### src/rtl/i2cw_pkg.sv
package i2cw_pkg;

  typedef enum logic [1:0] {
    PH_IDLE,
    PH_START,
    PH_BIT,
    PH_STOP
  } phase_e;

  localparam int NUM_BYTES      = 3;
  localparam int BITS_PER_SLOT  = 9;
  localparam int START_QTRS     = 4;
  localparam int BIT_QTRS       = 4;
  localparam int STOP_QTRS      = 6;
  localparam int ACK_BIT        = BITS_PER_SLOT - 1;
  localparam int ACK_SAMPLE_QTR = 2;
  localparam int SCL_HIGH_QTR   = 2;
  localparam int STOP_RELEASE   = 4;

endpackage

### src/rtl/i2cw_rst_sync.sv
module i2cw_rst_sync (
  input  logic clk,
  input  logic rst_n,
  output logic rst_sync_n
);

  logic [1:0] stage_q;

  always_ff @(posedge clk or negedge rst_n) begin
    if (!rst_n) begin
      stage_q <= 2'b00;
    end else begin
      stage_q <= {stage_q[0], 1'b1};
    end
  end

  assign rst_sync_n = stage_q[1];

endmodule

### src/rtl/i2cw_tick.sv
module i2cw_tick #(
  parameter int DIV_W = 8
) (
  input  logic             clk,
  input  logic             rst_n,
  input  logic             run,
  input  logic [DIV_W-1:0] limit,
  output logic             tick
);

  logic [DIV_W-1:0] cnt_q;
  logic [DIV_W-1:0] cnt_d;
  logic             at_limit;

  assign at_limit = (cnt_q == limit);

  always_comb begin
    cnt_d = cnt_q;
    if (!run) begin
      cnt_d = '0;
    end else if (at_limit) begin
      cnt_d = '0;
    end else begin
      cnt_d = cnt_q + 1'b1;
    end
  end

  always_ff @(posedge clk or negedge rst_n) begin
    if (!rst_n) begin
      cnt_q <= '0;
    end else begin
      cnt_q <= cnt_d;
    end
  end

  assign tick = run && at_limit;

  assert_cnt_in_range_R3: assert property (@(posedge clk) disable iff (!rst_n)
    run |-> (cnt_q <= limit));

  assert_cnt_idle_zero_R3: assert property (@(posedge clk) disable iff (!rst_n)
    !run |=> (cnt_q == '0));

endmodule

### src/rtl/i2cw_bytesel.sv
module i2cw_bytesel
  import i2cw_pkg::*;
(
  input  logic [6:0] slave_addr,
  input  logic [7:0] reg_byte,
  input  logic [7:0] data_byte,
  input  logic [1:0] byte_idx,
  input  logic [3:0] bit_idx,
  output logic       bit_val,
  output logic       ack_slot
);

  localparam int SLOT_W = 8;

  logic [SLOT_W-1:0] slots [NUM_BYTES];
  logic [SLOT_W-1:0] cur_slot;
  logic [2:0]        msb_pos;

  assign slots[0] = {slave_addr, 1'b0};
  assign slots[1] = reg_byte;
  assign slots[2] = data_byte;

  always_comb begin
    cur_slot = '0;
    for (int i = 0; i < NUM_BYTES; i++) begin
      if (byte_idx == 2'(i)) begin
        cur_slot = slots[i];
      end
    end
  end

  assign msb_pos  = 3'd7 - bit_idx[2:0];
  assign ack_slot = (bit_idx == 4'(ACK_BIT));
  assign bit_val  = ack_slot ? 1'b1 : cur_slot[msb_pos];

endmodule

### src/rtl/i2c_reg_writer.sv
module i2c_reg_writer
  import i2cw_pkg::*;
#(
  parameter int DIV_W = 8
) (
  input  logic             clk,
  input  logic             rst_n,
  input  logic             req,
  input  logic [6:0]       slave_addr,
  input  logic [7:0]       reg_byte,
  input  logic [7:0]       data_byte,
  input  logic [DIV_W-1:0] div_sel,
  input  logic             sda_in,
  output logic             busy,
  output logic             done,
  output logic             ack_err,
  output logic             scl,
  output logic             sda_oe
);

  localparam logic [2:0] START_LAST = 3'(START_QTRS - 1);
  localparam logic [2:0] BIT_LAST   = 3'(BIT_QTRS - 1);
  localparam logic [2:0] STOP_LAST  = 3'(STOP_QTRS - 1);
  localparam logic [1:0] BYTE_LAST  = 2'(NUM_BYTES - 1);
  localparam logic [3:0] ACK_IDX    = 4'(ACK_BIT);

  logic rst_sync_n;

  phase_e           phase_q, phase_d;
  logic [2:0]       qtr_q, qtr_d;
  logic [3:0]       bit_q, bit_d;
  logic [1:0]       byte_q, byte_d;
  logic             scl_q, scl_d;
  logic             oe_q, oe_d;
  logic             done_q, done_d;
  logic             err_q, err_d;
  logic [6:0]       addr_q;
  logic [7:0]       reg_q, data_q;
  logic [DIV_W-1:0] div_q;

  logic accept;
  logic tick;
  logic run;
  logic nxt_bit_val;
  logic nxt_ack_slot;
  logic ack_sample;

  i2cw_rst_sync u_rst (
    .clk        (clk),
    .rst_n      (rst_n),
    .rst_sync_n (rst_sync_n)
  );

  assign run    = (phase_q != PH_IDLE);
  assign accept = (phase_q == PH_IDLE) && req;

  i2cw_tick #(.DIV_W(DIV_W)) u_tick (
    .clk   (clk),
    .rst_n (rst_sync_n),
    .run   (run),
    .limit (div_q),
    .tick  (tick)
  );

  i2cw_bytesel u_sel (
    .slave_addr (addr_q),
    .reg_byte   (reg_q),
    .data_byte  (data_q),
    .byte_idx   (byte_d),
    .bit_idx    (bit_d),
    .bit_val    (nxt_bit_val),
    .ack_slot   (nxt_ack_slot)
  );

  // Sequencer: position within the transaction, advanced once per quarter.
  always_comb begin
    phase_d = phase_q;
    qtr_d   = qtr_q;
    bit_d   = bit_q;
    byte_d  = byte_q;
    done_d  = 1'b0;
    unique case (phase_q)
      PH_IDLE: begin
        if (req) begin
          phase_d = PH_START;
          qtr_d   = '0;
          bit_d   = '0;
          byte_d  = '0;
        end
      end
      PH_START: begin
        if (tick) begin
          if (qtr_q == START_LAST) begin
            phase_d = PH_BIT;
            qtr_d   = '0;
          end else begin
            qtr_d = qtr_q + 3'd1;
          end
        end
      end
      PH_BIT: begin
        if (tick) begin
          if (qtr_q == BIT_LAST) begin
            qtr_d = '0;
            if (bit_q == ACK_IDX) begin
              bit_d = '0;
              if (byte_q == BYTE_LAST) begin
                phase_d = PH_STOP;
              end else begin
                byte_d = byte_q + 2'd1;
              end
            end else begin
              bit_d = bit_q + 4'd1;
            end
          end else begin
            qtr_d = qtr_q + 3'd1;
          end
        end
      end
      PH_STOP: begin
        if (tick) begin
          if (qtr_q == STOP_LAST) begin
            phase_d = PH_IDLE;
            qtr_d   = '0;
            done_d  = 1'b1;
          end else begin
            qtr_d = qtr_q + 3'd1;
          end
        end
      end
      default: phase_d = PH_IDLE;
    endcase
  end

  // Line levels for the quarter being entered; quarter 0 of a low phase holds SDA.
  always_comb begin
    scl_d = scl_q;
    oe_d  = oe_q;
    if (tick) begin
      unique case (phase_d)
        PH_START: begin
          scl_d = 1'b1;
          oe_d  = (qtr_d >= 3'(SCL_HIGH_QTR));
        end
        PH_BIT: begin
          scl_d = (qtr_d >= 3'(SCL_HIGH_QTR));
          if (qtr_d != 3'd0) begin
            oe_d = nxt_ack_slot ? 1'b0 : !nxt_bit_val;
          end
        end
        PH_STOP: begin
          scl_d = (qtr_d >= 3'(SCL_HIGH_QTR));
          if (qtr_d != 3'd0) begin
            oe_d = (qtr_d < 3'(STOP_RELEASE));
          end
        end
        default: begin
          scl_d = 1'b1;
          oe_d  = 1'b0;
        end
      endcase
    end
  end

  assign ack_sample = tick && (phase_q == PH_BIT) && (bit_q == ACK_IDX) &&
                      (qtr_q == 3'(ACK_SAMPLE_QTR));

  always_comb begin
    err_d = err_q;
    if (accept) begin
      err_d = 1'b0;
    end else if (ack_sample && sda_in) begin
      err_d = 1'b1;
    end
  end

  always_ff @(posedge clk or negedge rst_sync_n) begin
    if (!rst_sync_n) begin
      phase_q <= PH_IDLE;
      qtr_q   <= '0;
      bit_q   <= '0;
      byte_q  <= '0;
      scl_q   <= 1'b1;
      oe_q    <= 1'b0;
      done_q  <= 1'b0;
      err_q   <= 1'b0;
    end else begin
      phase_q <= phase_d;
      qtr_q   <= qtr_d;
      bit_q   <= bit_d;
      byte_q  <= byte_d;
      scl_q   <= scl_d;
      oe_q    <= oe_d;
      done_q  <= done_d;
      err_q   <= err_d;
    end
  end

  always_ff @(posedge clk or negedge rst_sync_n) begin
    if (!rst_sync_n) begin
      addr_q <= '0;
      reg_q  <= '0;
      data_q <= '0;
      div_q  <= '0;
    end else if (accept) begin
      addr_q <= slave_addr;
      reg_q  <= reg_byte;
      data_q <= data_byte;
      div_q  <= div_sel;
    end
  end

  assign busy    = run;
  assign done    = done_q;
  assign ack_err = err_q;
  assign scl     = scl_q;
  assign sda_oe  = oe_q;

  assert_scl_sda_apart_R11: assert property (@(posedge clk) disable iff (!rst_sync_n)
    !$stable(scl_q) |-> $stable(oe_q));

  assert_bit_sda_hold_R5: assert property (@(posedge clk) disable iff (!rst_sync_n)
    (phase_q == PH_BIT && $past(phase_q) == PH_BIT && scl_q && $past(scl_q)) |-> $stable(oe_q));

  assert_start_edge_R4: assert property (@(posedge clk) disable iff (!rst_sync_n)
    ($rose(oe_q) && phase_q == PH_START) |-> scl_q);

  assert_stop_edge_R8: assert property (@(posedge clk) disable iff (!rst_sync_n)
    ($fell(oe_q) && phase_q == PH_STOP) |-> (scl_q && $past(scl_q)));

  assert_accept_R2: assert property (@(posedge clk) disable iff (!rst_sync_n)
    (phase_q == PH_IDLE && req) |=> (phase_q == PH_START));

  assert_div_frozen_R3: assert property (@(posedge clk) disable iff (!rst_sync_n)
    (phase_q != PH_IDLE && $past(phase_q) != PH_IDLE) |-> $stable(div_q));

  assert_done_pulse_R9: assert property (@(posedge clk) disable iff (!rst_sync_n)
    done_q |=> !done_q);

  assert_done_after_stop_R9: assert property (@(posedge clk) disable iff (!rst_sync_n)
    done_q |-> (phase_q != PH_STOP && $past(phase_q) == PH_STOP));

  assert_err_source_R7: assert property (@(posedge clk) disable iff (!rst_sync_n)
    $rose(err_q) |-> ($past(phase_q) == PH_BIT && $past(bit_q) == ACK_IDX));

  assert_err_hold_R10: assert property (@(posedge clk) disable iff (!rst_sync_n)
    (phase_q == PH_IDLE && !req) |=> $stable(err_q));

endmodule

### config.mk
export PLATFORM = sky130hd
export DESIGN_NAME = i2c_reg_writer
export DESIGN_NICKNAME = d
export VERILOG_FILES = /design/src/rtl/i2cw_pkg.sv /design/src/rtl/i2cw_rst_sync.sv /design/src/rtl/i2cw_tick.sv /design/src/rtl/i2cw_bytesel.sv /design/src/rtl/i2c_reg_writer.sv
export SDC_FILE = /design/constraint.sdc
export NUM_CORES = 1
export LEC_CHECK = 0
export CELL_PAD_IN_SITES_DETAIL_PLACEMENT = 1
export CELL_PAD_IN_SITES_GLOBAL_PLACEMENT = 1
export CORE_ASPECT_RATIO = 0.8
export CORE_MARGIN = 1
export CORE_UTILIZATION = 35
export CTS_CLUSTER_DIAMETER = 80
export DETAILED_ROUTE_END_ITERATION = 7
export DONT_BUFFER_PORTS = 1
export GPL_TIMING_DRIVEN = 0
export MAX_ROUTING_LAYER = met4
export PLACE_DENSITY_LB_ADDON = 0.1
export SETUP_SLACK_MARGIN = 0.02
export SLEW_MARGIN = 25
export SYNTH_ARGS = -nofsm -noshare
export SYNTH_HDL_FRONTEND = slang
export SYNTH_HIERARCHICAL = 1
export SYNTH_SLANG_ARGS = --single-unit
### constraint.sdc
create_clock -name clk -period 1.85 [get_ports clk]
set_input_delay 0.0925 -clock clk [delete_from_list [all_inputs] [get_ports clk]]
set_output_delay 0.0925 -clock clk [all_outputs]
set_load 0.02 [all_outputs]
==> metrics, run 1 <==
status=finished with violations; failing checks=negative setup slack; vias in the first global route=~2500; Final WS setup=-1.40 ns; Initial Util=between 30% and 40%; synth unique cells=55; final setup violating endpoints=15; Layout area overhead=30.1%; Num Clock Sinks=56; worst setup path class=flop to flop; via count=2361; port bufs=0; fmax=about 0.31 GHz; DR vias/cell=about 5.2; final hold violation count=0; Mapped Avg Cell Area=11.5 um^2; most frequent cells in the layout=dfrtp_1 (51), dlygate4sd3_1 (34), mux2_2 (31); WHS Path Cells=3; Worst R2R Start=u_tick/cnt_q[2]; Hold WS=about 0.064 ns; RR Endpoint=sda_oe; clock latency on the worst-skew pair=roughly 0.32 ns; CP Capture Type=flop; post-detail-place hpwl=around 5300 um; first-pass GRT wire length=13500 um; Starting DRT DRC Count=83; Die Span X=~110 um; largest net degree at the start of global routing=46; DRC errors left=0; Power Total=2.03 mW; worst hold path class=input port to flop; Final min period=around 3.3 ns; top-area cell type share of the netlist area=~44%; diodes inserted=0; wire per inst=between 15 and 20 um; crit path cell chain=xor2_2 > nor4_4 > and3_4 > nand2_4 > nor2_4 > o21ai_2 > a22o_1 > buf_6 > buf_2 > nand3b_1 > o211ai_1 > o2111ai_1 > nand4_1 > nor2_2 > o221a_1 > mux2_4; worst path bufs/invs=2; worst vdd ir=0.436 mV; r2r worst-path depth=16; CP Max Fanout=8; Min-Delay Endpoint=ack_err; Synth Cell Area=approximately 3100 um^2; Ports=40; yosys warns=6; share of layout cells above drive strength 1=between 30% and 40%; Async SR Flop Fraction=between 90% and 100%; CP startpoint kind=flop; register area share after synthesis=between 40% and 50%; routability cong.=approximately 0.76; Arrival @ worst endpoint=around 3.5 ns; First-pass DRT Iterations=4; post-synthesis sequential element count=56; RSZ-0062 raised after global routing=yes; clk slew on worst S/H paths=approximately 0.11 ns; count of pins over their slew limit=0; die area=9370 um^2; Mapped Nets=323; Core Region=roughly 8600 um^2; Net count, final=between 300 and 400; CTS root buffer=clkbuf_8; antenna viol nets, final=0; Synth area leader=dfrtp_1; CTS tree=built; # Max-Cap Violations=0; initial antenna violation count=0; # H-tree levels=2; Max stage delay on crit path=0.47 ns; Placement Rows=30; CP required=2.07 ns; Post-Synthesis Cells=between 200 and 300; Hold Startpoint=sda_in; CTS Buf Count=5; Die Ht=between 80 and 90 um; period utilisation layout=176%; clk_skew=~0.017 ns; Area contributors post-synth=dfrtp_1 (44%), mux2_2 (11%), ha_1 (5.6%); LEAKAGE=roughly 1.9 nW; commonest non-fill, non-tap cell in the layout=dfrtp_1; r2r setup slk=-1.40 ns; CP max stage cell=dfrtp_2; Top Family by Delay on Critical Path=simple AND/OR/NAND/NOR gates; DRT Wirelength=between 8000 and 9000 um; Post-synth EDFFs=0; Clock Path Buffers=2; Synth Flop Type=dfrtp_1; PD cells=between 400 and 500 nW/um^2; total track usage=around a fifth; grt total ovfl=0
## metal layers
layer | global-route usage [%] | share of wire [%] | vias up
met4 | 3.36 | 0.61 | 0
met2 | 29.9 | 46 | 34
met1 | 27.4 | 50 | 1196
met5 | - | 0 | -
met3 | 3.68 | 2.8 | 4
li1 | - | - | 1127
## logic make-up (layout without fill, tap and decap cells)
group	after synthesis	count (layout)	share of synthesized area, %
other cells	1	1	0.119
xor+xnor	12	12	3.82
compound gates	60	60	14.6
buf+inv	28	94	5.05
simple gates	62	62	11.7
fa+ha+maj	14	14	5.57
mux	41	41	14.4
flops	56	56	44.6
## cell usage after synthesis (3+ instances only)
cell        n
mux2_2     31
dfrtp_1    55
a21oi_1     4
o211ai_1    5
mux2i_1     9
buf_1       3
buf_6       6
o2111ai_1   3
o21a_1      3
or3_1       3
nand3b_1   10
ha_1       14
nand2_1    14
o21ai_0    16
a221oi_1    3
nand4_1     5
a211oi_1    6
and3_1      3
xor2_1      8
nand3_1     7
inv_1      15
nor2_1      6
a22o_1      4
## what timing repair did
| item | in CTS | in global routing |
|---|---|---|
| setup endpoints to repair | 44 | 21 |
| resized for setup | 23 | 13 |
| endpoints found under the hold margin | 34 | 0 |
| gates cloned | 1 | 1 |
| setup buffers | 14 | 8 |
| hold buffers | 34 | 0 |
| pin swaps | 17 | 11 |
## area by class of cell
class,count,area (um^2)
repair buffers,59,571
flip-flops and latches,56,1410
plain buffers,12,111
well taps,112,140
multi-input cells,190,1710
clock inverters,2,16.3
inverters,15,60.1
clock buffers,6,72.6
fillers,910,4510
## tightest hold or removal path: cells and delay by family
family	cells	cell delay, ns
and+or+nand+nor	2	0.10
AOI/OAI and AO/OA	1	0.16
## flip-flops by register name, indices dropped and copies added, names as in the netlist, 2 cells and up
register / cells
qtr_q: 3
u_tick/cnt_q: 8
phase_q: 2
bit_q: 4
data_q: 8
byte_q: 2
div_q: 8
reg_q: 8
u_rst/stage_q: 2
addr_q: 7
## how the worst max path moves through the flow
| stage | start | endpoint | slack [ns] | cells past startpoint |
|---|---|---|---|---|
| 2_1_floorplan | u_tick/cnt_q[3] | sda_oe | -1.32 | 18 |
| 5_1_grt | u_tick/cnt_q[2] | sda_oe | -1.53 | 16 |
| 6_report | u_tick/cnt_q[2] | sda_oe | -1.40 | 16 |
| 4_1_cts | u_tick/cnt_q[3] | sda_oe | -1.45 | 18 |
| 3_3_place_gp | u_tick/cnt_q[3] | sda_oe | -1.81 | 18 |
| 3_5_place_dp | u_tick/cnt_q[4] | sda_oe | -1.81 | 17 |
## per-stage QoR
step                setup TNS (ns)  setup slack, ns  util, %  cell area, um^2  std cells
floorplan                    -3.45            -1.32        -             3190        274
finish                       -4.57            -1.40     47.6             4090        452
global placement            -48.06            -1.81     38.7             3330        386
detailed placement          -16.45            -1.81     39.1             3360        387
global route                 -5.92            -1.53     47.6             4090        452
CTS                          -4.13            -1.45     46.0             3950        443
## report_power, final
| group | total, mW | switching (mW) | internal [mW] |
|---|---|---|---|
| combinational | 0.0899 | 0.0349 | 0.0550 |
| clock | 0.710 | 0.439 | 0.271 |
| sequential | 1.23 | 0.00544 | 1.23 |
No activity file was read; power rests on OpenSTA's default activity.
==> run 2, diff against run 1 <==
--- a/config.mk
+++ b/config.mk
@@ -5,6 +5,7 @@
 export SDC_FILE = /design/constraint.sdc
 export NUM_CORES = 1
 export LEC_CHECK = 0
+export ABC_AREA = 1
 export CELL_PAD_IN_SITES_DETAIL_PLACEMENT = 1
 export CELL_PAD_IN_SITES_GLOBAL_PLACEMENT = 1
 export CORE_ASPECT_RATIO = 0.8
==> run 2 against run 1 <==
  * The flow still finishes with violations (negative setup slack)
  * Flip-flop and latch count did not move
  * Power rose by 150%
  * Via count rose by 24%
  * Area after synthesis rose by 1.5%
  * Non-clock buffer count rose by 10
  * Sequential share of layout area fell by 1.9 points
  * Clock-buffer cell count rose by 2
  * Largest power group is now combinational cells
==> metrics, run 2 <==
status=finished with violations; failing checks=negative setup slack; Ports=40; Starting DRT DRC Count=100; Hold WS=a little over 0.02 ns; wire per inst=roughly 15 um; CP Max Fanout=8; Clock Path Buffers=2; worst rel slew slack=about two thirds; global route hottest layer=met2; Filler Cell Count=1060; Synth area leader=dfrtp_1; Core Region=8670 um^2; port bufs=0; commonest cells in the netlist=nand2_1 (164), dfrtp_1 (55), inv_1 (43); Die Span X=around 110 um; CP startpoint kind=flop; Synth Area in XOR/XNOR=under 10%; Synth Flop Type=dfrtp_1; period utilisation layout=158%; Multi-input gate area=around 1700 um^2; worst setup path class=flop to flop; grt met3 use=around 3.2%; clk_skew=0.00683 ns; Internal Dissipation=2.96 mW; final setup violating endpoints=13; count leader, synth=nand2_1; Final WS setup=-1.07 ns; RSZ-0062 raised after global routing=yes; total track usage=20.6%; # H-tree levels=2; portion of netlist area occupied by mux cells=0%; yosys warns=6; Placement Rows=30; met2 Track Usage GR=roughly a third; DR vias/cell=approximately 4.8; # Max-Cap Violations=0; die area=between 9000 and 10000 um^2; Setup crit start=u_tick/cnt_q[3]; Mapped Nets=about 470; Final min period=approximately 3 ns; diodes inserted=0; First-pass DRT Iterations=4; worst hold path class=input port to async pin; Async SR Flop Fraction=100%; CTS Buf Count=5; Power Total=approximately 5.0 mW; register area share after synthesis=a little over two fifths; placed instance area=roughly 3400 um^2; grt total ovfl=0; Place WS=-1.33 ns; r2r worst-path depth=25; top-area cell type share of the netlist area=between 40% and 50%; synth unique cells=36; largest net degree at the start of global routing=35; Post-Synthesis Cells=420; Finished Cell Area=~4300 um^2; Area contributors post-synth=dfrtp_1 (43%), nand2_1 (19%), ha_1 (5.5%); Synth Cell Area=3190 um^2; post-synthesis sequential element count=between 50 and 60; routability cong.=roughly 0.84; M1 GR Usage=26.8%; Die Ht=between 80 and 90 um; initial antenna violation count=0; Worst R2R Start=u_tick/cnt_q[3]; Switch Pwr=2.08 mW; DRC errors left=0; Initial Util=36.8%; RR Endpoint=sda_oe; antenna viol nets, final=0; Layout area overhead=35.3%; worst vdd ir=between 0.5 and 0.6 mV; fmax=0.342 GHz; clk slew on worst S/H paths=around 0.070 ns; CP Capture Type=flop; crit path to=sda_oe; worst slew pin tran=about 0.50 ns; first-pass GRT wire length=approximately 15000 um; Mapped Avg Cell Area=about 7.6 um^2; Synth Area in Adders=5.49%; commonest non-fill, non-tap cell in the layout=nand2_1; post-synthesis compound-gate area fraction=4.20%; Arrival @ worst endpoint=roughly 3.2 ns; share of layout cells above drive strength 1=23.0%; Num Clock Sinks=56; post-detail-place hpwl=about 6200 um; Post-synth EDFFs=0; CTS root buffer=clkbuf_16; Net Sw Frac=between 40% and 50%; LEAKAGE=roughly 2.2 nW; final hold violation count=0; post-synthesis simple-gate area fraction=a little over a third; main combinational cell family by area after synthesis=simple AND/OR/NAND/NOR gates; PD cells=between 1000 and 1500 nW/um^2; CP required=between 2 and 2.5 ns; Net count, final=roughly 550; sequential fraction of design power=a little under 40%; via count=a little under 3000; count of pins over their slew limit=0; combinational fraction of design power=a little over two fifths; most frequent cells in the layout=nand2_1 (162), dfrtp_1 (53), inv_1 (38); Seq. cell area=1410 um^2; vias in the first global route=roughly 3000; r2r setup slk=-1.07 ns; DRT Wirelength=~9000 um; clock latency on the worst-skew pair=0.29 ns; clock network power share=between 15 and 20%; CTS tree=built
-- run 2: cell count changes after synthesis, sizes merged, moves of 8 or more --
cell,before,now
nand3,7,36
mux2,32,0
nand2,14,178
o21ai,18,10
nand3b,10,0
inv,15,50
mux2i,9,0
nor2,6,30
buf,12,3
-- run 2: worst min path at each step --
stage | start | endpoint | slack, ns | cells after the start
final | rst_n | u_rst/stage_q[1] | 0.02 | 1
after global routing | rst_n | u_rst/stage_q[1] | 0.01 | 1
after CTS | rst_n | u_rst/stage_q[1] | 0.01 | 1
after detailed placement | rst_n | u_rst/stage_q[0] | -0.20 | 0
after global placement | rst_n | u_rst/stage_q[0] | -0.20 | 0
after floorplan | rst_n | u_rst/stage_q[0] | -0.20 | 0
-- run 2: power groups by stage --
| stage | clock (mW) | sequential [mW] | combinational [mW] |
|---|---|---|---|
| 6_report | 0.932 | 1.96 | 2.15 |
| 5_1_grt | 0.995 | 2.01 | 2.44 |
| 4_1_cts | 0.958 | 1.95 | 2.02 |
| 3_5_place_dp | 0 | 1.99 | 1.79 |
| 3_3_place_gp | 0 | 2.00 | 1.71 |
| 2_1_floorplan | 0 | 1.89 | 1.38 |
-- run 2: cell type report --
| type | instances | share of cell area [%] |
|---|---|---|
| sequential | 56 | 32.6 |
| clock buffer | 8 | 3.16 |
| buffer | 9 | 1.48 |
| inverter | 54 | 5.33 |
| multi-input combinational | 301 | 39.0 |
| tap | 112 | 3.25 |
| timing repair buffer | 72 | 15.2 |
-- run 2: routing by layer --
layer | vias to the layer above | routed length [um]
met2 | 38 | 4490
met4 | 0 | 70
met5 | - | 0
met3 | 8 | 312
met1 | 1414 | 4300
li1 | 1457 | -
-- run 2: cells by family after synthesis --
logic type	after synthesis
simple gates	254
buf+inv	63
flops	56
compound gates	22
fa+ha+maj	14
xor+xnor	10
other cells	1
-- run 2: per-stage QoR --
step	setup TNS (ns)	std cells	utilization (%)
after CTS	-1.40	588	46.3
after global placement	-34.56	532	38.9
after floorplan	-0.721	420	-
after detailed placement	-2.83	533	39.2
after global routing	-7.65	612	49.8
final	-5.44	612	49.8
-- run 2: timing repair --
item / 4_1_cts / 5_1_grt
endpoints found under the hold margin: 33 / 0
endpoints found under the setup margin: 14 / 34
gates resized for setup: 14 / 39
pin swaps: 7 / 14
hold buffers: 32 / 0
cloned: 1 / 0
setup buffers: 14 / 24
-- run 2: critical path, stage by stage, from the launching register on --
cell	delay, ns
dfrtp_1	0.40
xnor2_1	0.19
nand2_1	0.09
nor2_2	0.12
nand2_2	0.10
nor2_4	0.14
nand2_4	0.10
nor3_4	0.18
nor2_2	0.11
nor2_4	0.14
o21ai_2	0.08
buf_6	0.15
buf_4	0.14
nand3_1	0.08
nand2_1	0.06
inv_1	0.05
nand2_1	0.04
nand3_1	0.07
nand2_1	0.07
nand2_1	0.08
nand3_2	0.08
o21ai_2	0.13
nand3_1	0.09
nand2_1	0.06
nand3_1	0.06
nand2_1	0.06
